--- src/rtl/tick_pkg.sv ---
package tick_pkg;

   typedef enum logic [1:0] {
      UPD_HOLD  = 2'd0,
      UPD_CLEAR = 2'd1,
      UPD_LOAD  = 2'd2,
      UPD_STEP  = 2'd3
   } upd_e;

   // Clear beats load, and load beats a tick.
   function automatic upd_e pick_update(input logic clr, input logic ld, input logic stp);
      if (clr)      return UPD_CLEAR;
      else if (ld)  return UPD_LOAD;
      else if (stp) return UPD_STEP;
      else          return UPD_HOLD;
   endfunction

endpackage

--- src/rtl/tick_prescaler.sv ---
module tick_prescaler #(
   parameter int CLKS_PER_TICK = 1_000_000
) (
   input  logic clk,
   input  logic rst_n,
   input  logic restart,
   output logic tick
);
   localparam int            PW   = $clog2(CLKS_PER_TICK);
   localparam logic [PW-1:0] LAST = PW'(CLKS_PER_TICK - 1);

   generate
      if (CLKS_PER_TICK < 2) begin : g_bad_div
         $error("CLKS_PER_TICK must be at least 2");
      end
   endgenerate

   logic [PW-1:0] phase_q;

   always_ff @(posedge clk or negedge rst_n) begin
      if (!rst_n)                          phase_q <= '0;
      else if (restart || phase_q == LAST) phase_q <= '0;
      else                                 phase_q <= phase_q + 1'b1;
   end

   assign tick = (phase_q == LAST);

   a_r9_tick_single: assert property (@(posedge clk) disable iff (!rst_n)
      tick |=> !tick);

endmodule

--- src/rtl/tick_word_reg.sv ---
module tick_word_reg
   import tick_pkg::*;
#(
   parameter int WORD_W   = 16,
   parameter int LEGACY_W = 8
) (
   input  logic              clk,
   input  logic              rst_n,
   input  logic              clear,
   input  logic              load,
   input  logic [WORD_W-1:0] load_val,
   input  logic              step,
   input  logic              legacy,
   output logic [WORD_W-1:0] word_o
);
   localparam logic [WORD_W-1:0] FULL_MASK = {WORD_W{1'b1}};
   localparam logic [WORD_W-1:0] LOW_MASK  = FULL_MASK >> (WORD_W - LEGACY_W);

   generate
      if (LEGACY_W < 1 || LEGACY_W > WORD_W) begin : g_bad_legacy
         $error("LEGACY_W must lie between 1 and WORD_W");
      end
   endgenerate

   logic [WORD_W-1:0] word_q;
   logic [WORD_W-1:0] act_mask;
   upd_e              upd;

   generate
      if (LEGACY_W == WORD_W) begin : g_no_legacy
         assign act_mask = FULL_MASK;
      end else begin : g_legacy
         assign act_mask = legacy ? LOW_MASK : FULL_MASK;
      end
   endgenerate

   assign upd = pick_update(clear, load, step);

   always_ff @(posedge clk or negedge rst_n) begin
      if (!rst_n) word_q <= '0;
      else begin
         unique case (upd)
            UPD_CLEAR: word_q <= '0;
            UPD_LOAD:  word_q <= load_val & act_mask;
            UPD_STEP:  word_q <= (word_q + 1'b1) & act_mask;
            default:   word_q <= word_q;
         endcase
      end
   end

   assign word_o = word_q & act_mask;

   a_r3_clear_zero: assert property (@(posedge clk) disable iff (!rst_n)
      clear |=> word_q == '0);

   // a load is taken even when a step arrives in the same cycle
   a_r7_load_wins: assert property (@(posedge clk) disable iff (!rst_n)
      (load && !clear && !legacy) |=> word_q == $past(load_val));

   a_r1_step_one: assert property (@(posedge clk) disable iff (!rst_n)
      (step && !clear && !load && !legacy && word_q != FULL_MASK)
      |=> word_q == $past(word_q) + 1'b1);

   a_r8_wrap_zero: assert property (@(posedge clk) disable iff (!rst_n)
      (step && !clear && !load && !legacy && word_q == FULL_MASK) |=> word_q == '0);

   a_r2_high_cleared: assert property (@(posedge clk) disable iff (!rst_n)
      (legacy && (step || load) && !clear) |=> (word_q & ~LOW_MASK) == '0);

endmodule

--- src/rtl/tick_bit_tap.sv ---
module tick_bit_tap #(
   parameter int WORD_W = 16,
   parameter int SEL_W  = 4
) (
   input  logic [WORD_W-1:0] word,
   input  logic [SEL_W-1:0]  sel,
   output logic              bit_o
);
   generate
      if ((1 << SEL_W) < WORD_W) begin : g_bad_sel
         $error("SEL_W too narrow to address every bit");
      end else if ((1 << SEL_W) > WORD_W) begin : g_guarded
         assign bit_o = (int'(sel) < WORD_W) ? word[sel] : 1'b0;
      end else begin : g_direct
         assign bit_o = word[sel];
      end
   endgenerate
endmodule

--- src/rtl/tick_word_counter.sv ---
module tick_word_counter #(
   parameter int CLKS_PER_TICK = 1_000_000,
   parameter int WORD_W        = 16,
   parameter int LEGACY_W      = 8,
   parameter int SEL_W         = $clog2(WORD_W)
) (
   input  logic              clk,
   input  logic              rst_n,
   input  logic              mode_enter,
   input  logic              legacy_en,
   input  logic              wr_en,
   input  logic [WORD_W-1:0] wr_data,
   input  logic [SEL_W-1:0]  bit_sel,
   output logic [WORD_W-1:0] count_word,
   output logic              sel_bit,
   output logic              tick_o
);
   logic restart;
   logic tick;

   assign restart = mode_enter | wr_en;

   tick_prescaler #(.CLKS_PER_TICK(CLKS_PER_TICK)) u_div (
      .clk     (clk),
      .rst_n   (rst_n),
      .restart (restart),
      .tick    (tick)
   );

   tick_word_reg #(.WORD_W(WORD_W), .LEGACY_W(LEGACY_W)) u_word (
      .clk      (clk),
      .rst_n    (rst_n),
      .clear    (mode_enter),
      .load     (wr_en),
      .load_val (wr_data),
      .step     (tick),
      .legacy   (legacy_en),
      .word_o   (count_word)
   );

   tick_bit_tap #(.WORD_W(WORD_W), .SEL_W(SEL_W)) u_tap (
      .word  (count_word),
      .sel   (bit_sel),
      .bit_o (sel_bit)
   );

   assign tick_o = tick;

   a_r6_quiet_after_restart: assert property (@(posedge clk) disable iff (!rst_n)
      restart |=> !tick_o);

   a_r3_mode_wins: assert property (@(posedge clk) disable iff (!rst_n)
      mode_enter |=> count_word == '0);

endmodule

--- config.mk ---
export PLATFORM = sky130hd
export DESIGN_NAME = tick_word_counter
export DESIGN_NICKNAME = d
export VERILOG_FILES = /design/src/rtl/tick_pkg.sv /design/src/rtl/tick_prescaler.sv /design/src/rtl/tick_word_reg.sv /design/src/rtl/tick_bit_tap.sv /design/src/rtl/tick_word_counter.sv
export SDC_FILE = /design/constraint.sdc
export NUM_CORES = 1
export LEC_CHECK = 0
export BUFFER_PORTS_ARGS = -buffer_cell sky130_fd_sc_hd__buf_4
export CAP_MARGIN = 0
export CORE_MARGIN = 4
export CORE_UTILIZATION = 30
export CTS_BUF_LIST = sky130_fd_sc_hd__clkbuf_16
export DETAILED_ROUTE_END_ITERATION = 10
export PLACE_DENSITY_LB_ADDON = 0.12
export SETUP_SLACK_MARGIN = 0.1
export SLEW_MARGIN = 20
export SYNTH_ARGS = -nofsm -noshare
export SYNTH_HDL_FRONTEND = slang
export SYNTH_HIERARCHICAL = 1
export SYNTH_SLANG_ARGS = --single-unit
--- constraint.sdc ---
create_clock -name clk -period 2.4 [get_ports clk]
set_clock_uncertainty 0.05 [all_clocks]
set_input_delay 0.6 -clock clk [delete_from_list [all_inputs] [get_ports clk]]
set_output_delay 0.6 -clock clk [all_outputs]
set_load 0.01 [all_outputs]
# After elaboration in Yosys (flattened, before gate mapping)
# Cells that the tools add are included.
# word_totals
ff_bits	36
inputBits	25
output_inout_bits	18
elab_cells	23
# op_classes
add_sub_neg	2
n_lt_le_gt_ge	1
eq_ne	4
n_mux	8
bitwise	4
reduce_logical	2
# op_table
operator	n
$and 16x16->16	3
$pmux 16 s3	1
$add 20x1->20 const B	1
$eq 20x20->1 const B	1
$mux 20	1
$add 16x1->16 const B	1
$mux 16	1
$mux 2	3
$lt 4x5->1 const B	1
$bmux 1 s4	1
$eq 2x2->1 const B	2
$reduce_bool 3->1	1
$eq 2x1->1 const B	1
$logic_or 1x1->1	1
$mux 1	1
$or 1x1->1	1

# Logic depth before layout (Yosys ltp)
# Gate-level depths: netlist (run 1).
# logic_depth
depth_word	6
ltp_mapped	9
depth_no_buf	8

# Modules after synthesis
# Netlist (run 1), hierarchy kept.
# modules_own_cells
mod	n_inst	cells_each	area_per_inst_um2	seq_area_each_um2
tick_word_reg	1	129	1116.1	400.4
tick_prescaler	1	105	1021.0	500.5
tick_bit_tap	1	7	135.1	0.0
tick_word_counter	1	1	6.3	0.0

# Worst setup path before layout (run 1)
# No wires, ideal clock.
# synth_path
kind	register to register
from	reg u_div.phase_q[16]
to	reg u_word.word_q[11]
setup_time_ps	104
t_arrival_ps	2222
required_time_ps	2246
path_slack_ps	25
stages_incl_launch_ff	10
path_buffers	1
synth_period_minus_slack_ps	2375
path_cell_list	dfrtp_1 nand3_1 or3_1 nor3_1 or3b_4 nand2b_4 buf_6 a21oi_1 o21ai_0 o311ai_1
# synth_via
elab_chain_cells	6
elab_cells_between_ends	9
classes_between	4 x eq/ne; 4 x mux; 1 x reduce/logical
# synth_rtl
item	line	source
from (decl)	tick_prescaler.sv:18	logic [PW-1:0] phase_q;
from (signal assigned)	tick_prescaler.sv:23	else phase_q <= phase_q + 1'b1;
$eq 20x20->1 *	tick_prescaler.sv:26	assign tick = (phase_q == LAST);
named net tick_o	tick_word_counter.sv:16	output logic tick_o
$mux 2 *	tick_pkg.sv:14	else if (stp) return UPD_STEP;
$mux 2 *	tick_pkg.sv:13	else if (ld) return UPD_LOAD;
$mux 2 *	tick_pkg.sv:12	if (clr) return UPD_CLEAR;
$eq 2x2->1 / $eq 2x1->1 (equally long branches)	tick_word_reg.sv:42	unique case (upd)
$pmux 16 s3 / $reduce_bool 3->1 (equally long branches)	--	
to (signal assigned)	tick_word_reg.sv:44	UPD_LOAD: word_q <= load_val & act_mask;
to (signal assigned)	tick_word_reg.sv:45	UPD_STEP: word_q <= (word_q + 1'b1) & act_mask;
to (signal assigned)	tick_word_reg.sv:46	default: word_q <= word_q;
to (decl)	tick_word_reg.sv:25	logic [WORD_W-1:0] word_q;
# The timed path passes the listed nets; every way through them passes the cells marked *.
# A chain may end at the register's enable or synchronous reset.

# Worst setup path after layout (run 1)
# layout_path
from	reg u_word.word_q[14]
to	out sel_bit
# layout_via
elab_chain_cells	3
# layout_rtl
item	line	source
$and 16x16->16	tick_word_reg.sv:51	assign word_o = word_q & act_mask;
$bmux 1 s4	tick_bit_tap.sv:15	assign bit_o = word[sel];
$mux 1 (not written as such)	tick_bit_tap.sv:15	
to (decl)	tick_word_counter.sv:15	output logic sel_bit,
# Every way passes these cells. The select of a mux whose other input is x is not followed.

==> results of run 1 <==
## cell usage after synthesis
cell type and instances:
a21oi_1 13, a31o_2 1, a31oi_1 3, a32oi_1 2, and3_1 9, and3_4 1, and4_1 3, buf_2 3
buf_4 9, buf_6 2, clkbuf_1 4, dfrtp_1 36, ha_1 2, inv_1 6, mux2i_1 6, mux4_1 4
nand2_1 10, nand2b_4 1, nand3_1 11, nand4_1 10, nand4_2 1, nand4_4 1, nor2_1 32, nor2b_1 9
nor3_1 5, nor3b_1 2, nor4_1 5, o21ai_0 8, o21ai_1 2, o22ai_1 2, o311ai_1 2, o31ai_1 4
or2_1 1, or2_4 1, or3_1 2, or3b_4 1, or4_1 3, xnor2_1 14, xor2_1 11
## logic make-up after synthesis
group,synth area share [%]
XOR/XNOR,9.61
AND/OR/NAND/NOR,26.6
flip-flops,39.5
adder cells (fa/ha/maj),1.10
multiplexers,7.25
AO/OA/AOI/OAI,9.67
buffers and inverters,6.26
## power by group
| group | internal [mW] | leakage (nW) | total (mW) | switching (mW) |
|---|---|---|---|---|
| registers | 0.621 | 0.494 | 0.635 | 0.0140 |
| logic | 0.0875 | 0.777 | 0.174 | 0.0865 |
| clock network | 0.377 | 0.0710 | 0.632 | 0.255 |
## placed cells by master, fill, tap and decap left out, types with 3 or more instances in the layout
master,synthesis,routed
a21oi_1,13,12
and3_1,9,8
and4_1,3,3
buf_4,9,64
buf_6,2,4
clkbuf_16,0,5
dfrtp_1,36,36
inv_1,6,6
mux2i_1,6,6
nand2_1,10,10
nand3_1,11,11
nand4_1,10,10
nor2_1,32,32
nor2b_1,9,3
nor2b_4,0,5
nor3_1,5,3
nor4_1,5,3
o21ai_0,8,5
o21ai_1,2,5
o31ai_1,4,3
or4_1,3,3
xnor2_1,14,14
xor2_1,11,11
## sequential cells by signal (all words and copies together), names as in the netlist
signal         cells
u_word/word_q     16
u_div/phase_q     20
## layer usage
| metal | vias up | routed length, microns | track usage, % |
|---|---|---|---|
| li1 | 981 | - | - |
| met1 | 963 | 2740 | 17.6 |
| met2 | 59 | 2970 | 23.0 |
| met3 | 9 | 464 | 3.79 |
| met4 | 0 | 82 | 4.69 |
| met5 | - | 0 | 0 |
## worst max-delay path, stage by stage, from the launching register on
cell	delay [ps]
dfrtp_1	400
nor2b_4	140
mux4_2	440
mux2i_1	160
mux2i_1	100
buf_4	150
## layout make-up
type | count | share of cell area, %
clock buffer | 5 | 4.06
inverter | 6 | 0.731
sequential | 36 | 29.3
clock inverter | 3 | 0.447
timing repair buffer | 69 | 17.7
tap | 99 | 4.02
multi-input combinational | 183 | 43.8
## how the worst max path moves through the flow
| stage | from | endpoint | slack [ps] | cells past startpoint |
|---|---|---|---|---|
| 2_1_floorplan | u_div/phase_q[11]$_DFF_PN0_ | u_word/word_q[11]$_DFFE_PN0P_ | 160 | 9 |
| 3_3_place_gp | legacy_en | sel_bit | 70 | 6 |
| 3_5_place_dp | legacy_en | sel_bit | 30 | 6 |
| 4_1_cts | u_word/word_q[14]$_DFFE_PN0P_ | sel_bit | 70 | 5 |
| 5_1_grt | u_div/phase_q[8]$_DFF_PN0_ | tick_o | -3 | 5 |
| 6_report | u_word/word_q[14]$_DFFE_PN0P_ | sel_bit | 80 | 5 |
## repair_timing
item	4_1_cts	5_1_grt
buffers inserted	11	4
hold buffers	0	0
cloned	0	1
pin swaps	2	4
setup endpoints to repair	4	7
resized for setup	17	16
==> flow_metrics.env, run 1 <==
export IMPL_outcome="completed"
export IMPL_setup_viol=0
export IMPL_postRouteAntennaNets=0
export IMPL_grt_use_total_pct=14.0
export IMPL_grt_first_pass_wirelength_mm=9.69
export IMPL_dp_cells=377
export IMPL_cts_sinks=36
export IMPL_drtPass1Iterations=4
export IMPL_via_per_inst=5.02
export IMPL_rsz0062_at_grt="yes"
export IMPL_ff_latch_area_sq_um=901
export IMPL_avgSynthCellArea_sq_um=9.42
export IMPL_multiInputGateArea_sq_mm=0.00135
export IMPL_hpwlAfterDp_mm=4.17
export IMPL_hold_viol=0
export IMPL_start_util_pct=31.1
export IMPL_crit_arrival_ps=1670
export IMPL_h_tree_depth=2
export IMPL_cap_violations=0
export IMPL_setup_slack_ps=78.9
export IMPL_wl_per_cell_microns=15.6
export IMPL_ir_worst_vdd_mv=0.280
export IMPL_postPlaceCellArea_sq_mm=0.00270
export IMPL_crit_path_end_kind="output port"
export IMPL_rows=31
export IMPL_yosys_register_bits=36
export IMPL_clock_fmax_ghz=0.431
export IMPL_cts_tree="done"
export IMPL_r2r_end="u_word/word_q[11]$_DFFE_PN0P_"
export IMPL_worstPathRequired_ps=1750
export IMPL_wl_mm=6.25
export IMPL_port_buffers=42
export IMPL_ys_warn_count=6
export IMPL_synthToLayoutAreaGrowth_pct=35.1
export IMPL_fin_crit_sh_pct=96.7
export IMPL_synthTopCellsByArea="dfrtp_1 40%, xnor2_1 5.4%, nor2_1 5.3%"
export IMPL_criticalPathCategory="reg2out"
export IMPL_grt_max_degree=37
export IMPL_gp_congestion=0.732
export IMPL_syn_nets=269
export IMPL_pre_cts_ws_ps=30.9
export IMPL_overflow=0
export IMPL_crit_fanout=2
export IMPL_fin_util_pct=42.0
export IMPL_p_leak_nw=1.34
export IMPL_diodes=0
export IMPL_synth_cell_types=39
export IMPL_holdWs_ps=236
export IMPL_p_total_mw=1.44
export IMPL_drtIter0Drc=70
export IMPL_cts_clk_slew_worst_paths_ps=60
export IMPL_antenna_found_initial=0
export IMPL_powerDensity_mw_per_mm2=468
export IMPL_die_area_sq_mm=0.00905
export IMPL_num_vias=2012
export IMPL_fill_cells=748
export IMPL_maxSlewViolCount=0
export IMPL_cts_inserted_buffers=5
export IMPL_die_h_microns=95.2
export IMPL_rr_worst_depth=8
export IMPL_synth_top_area_share_pct=39.5
export IMPL_synthCells=242
export IMPL_grt_pass1_vias=1946
export IMPL_worst_setup_path_start_kind="register"
export IMPL_layout_drive_gt1_share_pct=33.8
export IMPL_finalSetupTns_ps=0
export IMPL_nets=328
export IMPL_finalInstanceArea_sq_mm=0.00308
export IMPL_fp_dieW_microns=95.2
export IMPL_coreArea_sq_mm=0.00733
export IMPL_synth_area_sq_mm=0.00228
export IMPL_hold_class="in2async"
export IMPL_drc_errors=0
export IMPL_ys_seq_area_share_pct=39.5
export IMPL_final_cells=401
export IMPL_io_pins=43
export IMPL_min_period_ps=2320
export IMPL_clockBufferDepth=2
export IMPL_yosys_area_top_type="dfrtp_1"
export IMPL_timing_rr_start="u_div/phase_q[8]$_DFF_PN0_"
export IMPL_cts_root_buffer="clkbuf_16"
export IMPL_r2r_slack_ps=200
export IMPL_worst_pin_slew_ps=564
export IMPL_clk_latency_ps=280
export IMPL_slew_headroom_pct=62.1
Note: power is estimated with default switching activity, not from simulation.
==> run 2, diff against run 1 <==
- CELL_PAD_IN_SITES_DETAIL_PLACEMENT: unset -> 1
- CELL_PAD_IN_SITES_GLOBAL_PLACEMENT: unset -> 1
==> run 2 against run 1 <==
Combinational power shrank 2%. Clock-buffer cell count did not move. Die area is the same. Routed wire length rose by 2.0%. Power shrank 0.11%. Maximum frequency rose by 0.45%. Critical endpoint unchanged.
==> flow_metrics.env, run 2 (synthesis results as in run 1) <==
export IMPL_finalSetupTns_ps=0
export IMPL_coreArea_sq_mm=0.00733
export IMPL_grt_first_pass_wirelength_mm=10.7
export IMPL_ff_latch_area_sq_um=902
export IMPL_drc_errors=0
export IMPL_hpwlAfterDp_mm=4.49
export IMPL_criticalPathCategory="in2out"
export IMPL_met2_usage_pct=25.8
export IMPL_diodes=0
export IMPL_path_delay_family="multiplexers"
export IMPL_postRouteAntennaNets=0
export IMPL_clock_fmax_ghz=0.433
export IMPL_antenna_found_initial=0
export IMPL_final_common_cell="buf_4"
export IMPL_timing_rr_start="u_div/phase_q[11]$_DFF_PN0_"
export IMPL_hold_viol=0
export IMPL_grt_max_degree=37
export IMPL_worst_pin_slew_ps=614
export IMPL_ir_worst_vdd_mv=0.246
export IMPL_die_area_sq_mm=0.00905
export IMPL_drtIter0Drc=35
export IMPL_largest_reg_flops=20
export IMPL_gp_congestion=0.689
export IMPL_io_pins=43
export IMPL_grt_busiest_layer="met2"
export IMPL_seqPwrFrac_pct=44.1
export IMPL_cts_sinks=36
export IMPL_p_leak_nw=1.31
export IMPL_wl_mm=6.37
export IMPL_top_regs="u_div/phase_q: 20 flops, u_word/word_q: 16 flops"
export IMPL_grt_use_total_pct=15.1
export IMPL_hold_class="in2async"
export IMPL_rr_worst_depth=8
export IMPL_powerDensity_mw_per_mm2=481
export IMPL_via_per_inst=5.01
export IMPL_cts_hold_buf=0
export IMPL_worstPathRequired_ps=1750
export IMPL_clk_latency_ps=280
export IMPL_port_buffers=42
export IMPL_min_period_ps=2310
export IMPL_path_depth=6
export IMPL_r2r_slack_ps=250
export IMPL_crit_fanout=10
export IMPL_slew_headroom_pct=58.7
export IMPL_overflow=0
export IMPL_clockBufferDepth=2
export IMPL_crit_path_end_kind="output port"
export IMPL_crit_path_top_delay_cell="mux4_2"
export IMPL_rsz0062_at_grt="yes"
export IMPL_setup_viol=0
export IMPL_cts_inserted_buffers=5
export IMPL_fp_dieW_microns=95.2
export IMPL_maxSlewViolCount=0
export IMPL_nets=324
export IMPL_critPathBufInv=2
export IMPL_use_met3_pct=3.63
export IMPL_fin_crit_sh_pct=96.3
export IMPL_num_vias=1990
export IMPL_met1_usage_pct=18.8
export IMPL_synthToLayoutAreaGrowth_pct=31.5
export IMPL_crit_arrival_ps=1660
export IMPL_clockPowerShare_pct=44.1
export IMPL_worst_setup_path_start_kind="input port"
export IMPL_crit_top_cell="mux2i_1"
export IMPL_die_h_microns=95.2
export IMPL_drtPass1Iterations=4
export IMPL_multiInputGateArea_sq_mm=0.00130
export IMPL_final_cell_mix="63 x buf_4, 35 x dfrtp_1, 32 x nor2_1"
export IMPL_layout_drive_gt1_share_pct=31.9
export IMPL_h_tree_depth=2
export IMPL_start_util_pct=31.1
export IMPL_switching_share_pct=24.7
export IMPL_cts_clk_slew_worst_paths_ps=60
export IMPL_wl_per_cell_microns=16.1
export IMPL_cap_violations=0
export IMPL_grt_pass1_vias=2112
export IMPL_r2r_end="u_word/word_q[10]$_DFFE_PN0P_"
export IMPL_outcome="completed"
export IMPL_rows=31
export IMPL_p_sw_mw=0.356
export IMPL_path_cells="buf_8, nor2b_1, mux4_2, mux2i_1, mux2i_1, buf_4"
export IMPL_cts_tree="done"
export IMPL_max_stage_delay_ps=460
export IMPL_cts_root_buffer="clkbuf_16"
export IMPL_top_register="u_div/phase_q"
export IMPL_holdWs_ps=230
export IMPL_fill_cells=849
export IMPL_p_comb_share_pct=11.8
export IMPL_p_int_mw=1.08
run 2: cell count changes in the layout (fill, tap and decap cells not counted), sizes merged:
cell / change
buf: -3
nand2b: -1
run 2: per-stage QoR:
stage,setup slack (ps),area (sq um),std cells,utilization (%),power (mW)
2_1_floorplan,156,2280,242,-,0.721
3_3_place_gp,72.9,2680,375,36.6,0.804
5_1_grt,7.58,3000,397,40.9,1.51
3_5_place_dp,23.4,2680,375,36.6,0.805
6_report,89.2,3000,397,40.9,1.44
4_1_cts,70.6,2960,394,40.4,1.47
run 2: area by class of cell:
class | count | area share, %
Multi-Input combinational cell | 182 | 43.3
Sequential cell | 36 | 30.1
Timing Repair Buffer | 66 | 17.0
Clock buffer | 5 | 4.18
Tap cell | 99 | 4.14
Inverter | 6 | 0.752
Clock inverter | 3 | 0.459
run 2: what timing repair did:
action / CTS / global route
setup endpoints to repair: 2 / 8
setup buffers: 11 / 3
gates resized for setup: 19 / 3
cloned: 0 / 0
pin swaps: 2 / 3
run 2: worst max path at each step:
stage | start | end
final | legacy_en | sel_bit
after global routing | u_word/word_q[10]$_DFFE_PN0P_ | sel_bit
after CTS | u_word/word_q[10]$_DFFE_PN0P_ | sel_bit
after detailed placement | legacy_en | sel_bit
after global placement | legacy_en | sel_bit
after floorplan | u_div/phase_q[11]$_DFF_PN0_ | u_word/word_q[11]$_DFFE_PN0P_
run 2: power groups by stage:
stage	Combinational [mW]	Clock [mW]	Sequential (mW)
floorplan	0.0764	0	0.644
global placement	0.155	0	0.649
detailed placement	0.157	0	0.648
CTS	0.173	0.658	0.635
global route	0.189	0.685	0.637
finish	0.170	0.635	0.635
run 2: routing by layer:
metal,part of all wire (%),vias up,wire length (microns)
li1,-,975,-
met1,45,971,2840
met2,48,39,3090
met3,6.0,5,380
met4,0.94,0,60
met5,0,-,0
==> run 3, diff against run 2 <==
- CORE_UTILIZATION: 30 -> 42
==> run 3 against run 2 <==
Register-to-register slack got worse by 40 ps. Maximum frequency decreased by 1.2%. Routed wire length increased by 8.4%. Sequential share of layout area decreased by 0.31 points. Clock power increased by 2%. Critical path type unchanged. Cell area increased by 1.3%.
==> flow_metrics.env, run 3 (synthesis results as in run 1) <==
export IMPL_outcome="completed"
export IMPL_criticalPathCategory="in2out"
export IMPL_rsz0062_at_grt="yes"
export IMPL_grt_pass1_vias=2202
export IMPL_p_leak_nw=1.31
export IMPL_cts_hold_buf=0
export IMPL_timing_rr_start="u_div/phase_q[11]$_DFF_PN0_"
export IMPL_grt_first_pass_wirelength_mm=11.2
export IMPL_setup_viol=0
export IMPL_crit_path_top_delay_cell="mux4_1"
export IMPL_clk_latency_ps=280
export IMPL_drc_errors=0
export IMPL_hpwlAfterDp_mm=4.39
export IMPL_layout_drive_gt1_share_pct=34.9
export IMPL_worst_pin_slew_ps=587
export IMPL_multiInputGateArea_sq_mm=0.00134
export IMPL_highest_layer="met4"
export IMPL_wl_met3_microns=443
export IMPL_drtPass1Iterations=4
export IMPL_fill_cells=575
export IMPL_die_h_microns=81.7
export IMPL_hold_class="in2async"
export IMPL_coreArea_sq_mm=0.00517
export IMPL_p_sw_mw=0.370
export IMPL_fp_dieW_microns=81.7
export IMPL_finalSetupTns_ps=0
export IMPL_crit_arrival_ps=1690
export IMPL_cts_sinks=36
export IMPL_clockBufferDepth=2
export IMPL_io_pins=43
export IMPL_synthToLayoutAreaGrowth_pct=33.2
export IMPL_crit_fanout=4
export IMPL_switching_share_pct=25.4
export IMPL_nets=327
export IMPL_ff_latch_area_sq_um=905
export IMPL_final_cell_mix="64 x buf_4, 33 x dfrtp_1, 32 x nor2_1"
export IMPL_postRouteAntennaNets=0
export IMPL_worst_setup_path_start_kind="input port"
export IMPL_drt_met1_wl_mm=2.82
export IMPL_top_regs="u_div/phase_q: 20 flops, u_word/word_q: 16 flops"
export IMPL_cap_violations=0
export IMPL_ir_worst_vdd_mv=0.432
export IMPL_grt_use_total_pct=22.2
export IMPL_p_comb_share_pct=12.0
export IMPL_fin_crit_sh_pct=97.4
export IMPL_worstPathRequired_ps=1750
export IMPL_h_tree_depth=2
export IMPL_clockPowerShare_pct=44.3
export IMPL_slew_headroom_pct=60.5
export IMPL_seqPwrFrac_pct=43.7
export IMPL_max_stage_delay_ps=560
export IMPL_cts_root_buffer="clkbuf_16"
export IMPL_drtIter0Drc=116
export IMPL_clock_fmax_ghz=0.428
export IMPL_min_period_ps=2340
export IMPL_top_register="u_div/phase_q"
export IMPL_p_int_mw=1.09
export IMPL_postPlaceCellArea_sq_mm=0.00263
export IMPL_cts_inserted_buffers=5
export IMPL_gp_congestion=0.760
export IMPL_wl_per_cell_microns=18.6
export IMPL_hold_viol=0
export IMPL_via_per_inst=5.63
export IMPL_num_vias=2089
export IMPL_antenna_found_initial=0
export IMPL_path_cells="buf_4, mux4_1, mux2i_1, mux2i_1, buf_4"
export IMPL_maxSlewViolCount=0
export IMPL_finalInstanceArea_sq_mm=0.00304
export IMPL_start_util_pct=44.0
export IMPL_crit_path_end_kind="output port"
export IMPL_port_buffers=42
export IMPL_powerDensity_mw_per_mm2=481
export IMPL_dr_wl_met2_mm=3.52
export IMPL_cts_tree="done"
export IMPL_cp_startpoint="bit_sel[0]"
export IMPL_overflow=0
export IMPL_die_area_sq_mm=0.00667
export IMPL_diodes=0
export IMPL_final_common_cell="buf_4"
export IMPL_wl_mm=6.91
export IMPL_largest_reg_flops=20
export IMPL_cts_clk_slew_worst_paths_ps=60
export IMPL_grt_max_degree=37
export IMPL_p_total_mw=1.46
export IMPL_rows=26
-- run 3: cell count changes in the layout (fill, tap and decap cells not counted), moves of 2 or more --
cell | before | now
nor2b_4 | 5 | 7
dfrtp_1 | 35 | 33
nor2b_1 | 4 | 1
clkinv_2 | 2 | 0
dfrtp_2 | 1 | 3
clkinvlp_4 | 0 | 2
-- run 3: repair_timing --
item | in CTS | in global routing
setup endpoints to repair | 2 | 7
pin swaps | 2 | 4
resized for setup | 15 | 20
setup buffers | 11 | 7
cloned | 0 | 1
-- run 3: through the flow --
stage	cells	setup WS (ps)	utilization [%]	hold WS [ps]
after global placement	344	84.8	50.9	428
final	371	62.1	58.7	225
after global routing	371	-27.7	58.7	252
after CTS	363	66.2	56.0	244
after floorplan	242	156	-	254
after detailed placement	344	43.0	50.9	446
-- run 3: path summary, 6_finish.rpt --
kind                                                  to  slack [ps]  cells after the start
min in group clk              u_div/phase_q[0]$_DFF_PN0_         460                      1
max in group asynchronous    u_div/phase_q[11]$_DFF_PN0_        1710                      1
min                        u_word/word_q[12]$_DFFE_PN0P_         230                      1
max                                              sel_bit          60                      5
min reg2reg                   u_div/phase_q[0]$_DFF_PN0_         460                      1
max reg2reg                u_word/word_q[11]$_DFFE_PN0P_         210                      6
-- run 3: power groups by stage --
stage / clock network [mW] / registers [mW] / logic, mW
floorplan: 0 / 0.644 / 0.0764
global placement: 0 / 0.652 / 0.145
detailed placement: 0 / 0.652 / 0.149
CTS: 0.662 / 0.638 / 0.166
global route: 0.699 / 0.640 / 0.193
finish: 0.647 / 0.639 / 0.175
-- run 3: cell type report --
cell class	instances	share of cell area (%)
sequential	36	29.8
multi-input combinational	183	44.2
clock buffer	5	4.12
tap	70	2.89
clock inverter	3	0.618
timing repair buffer	68	17.6
inverter	6	0.742
-- run 3: routing by layer --
layer  up-vias  global-route usage, %
met5         -                      0
met2        57                   39.2
li1        981                      -
met4         0                   7.14
met3        10                   6.58
met1      1041                   25.8
-- run 3: worst max-delay path, delay by kind of cell --
family                 cells  cell delay [ps]
muxes                      3              820
buffers and inverters      2              270
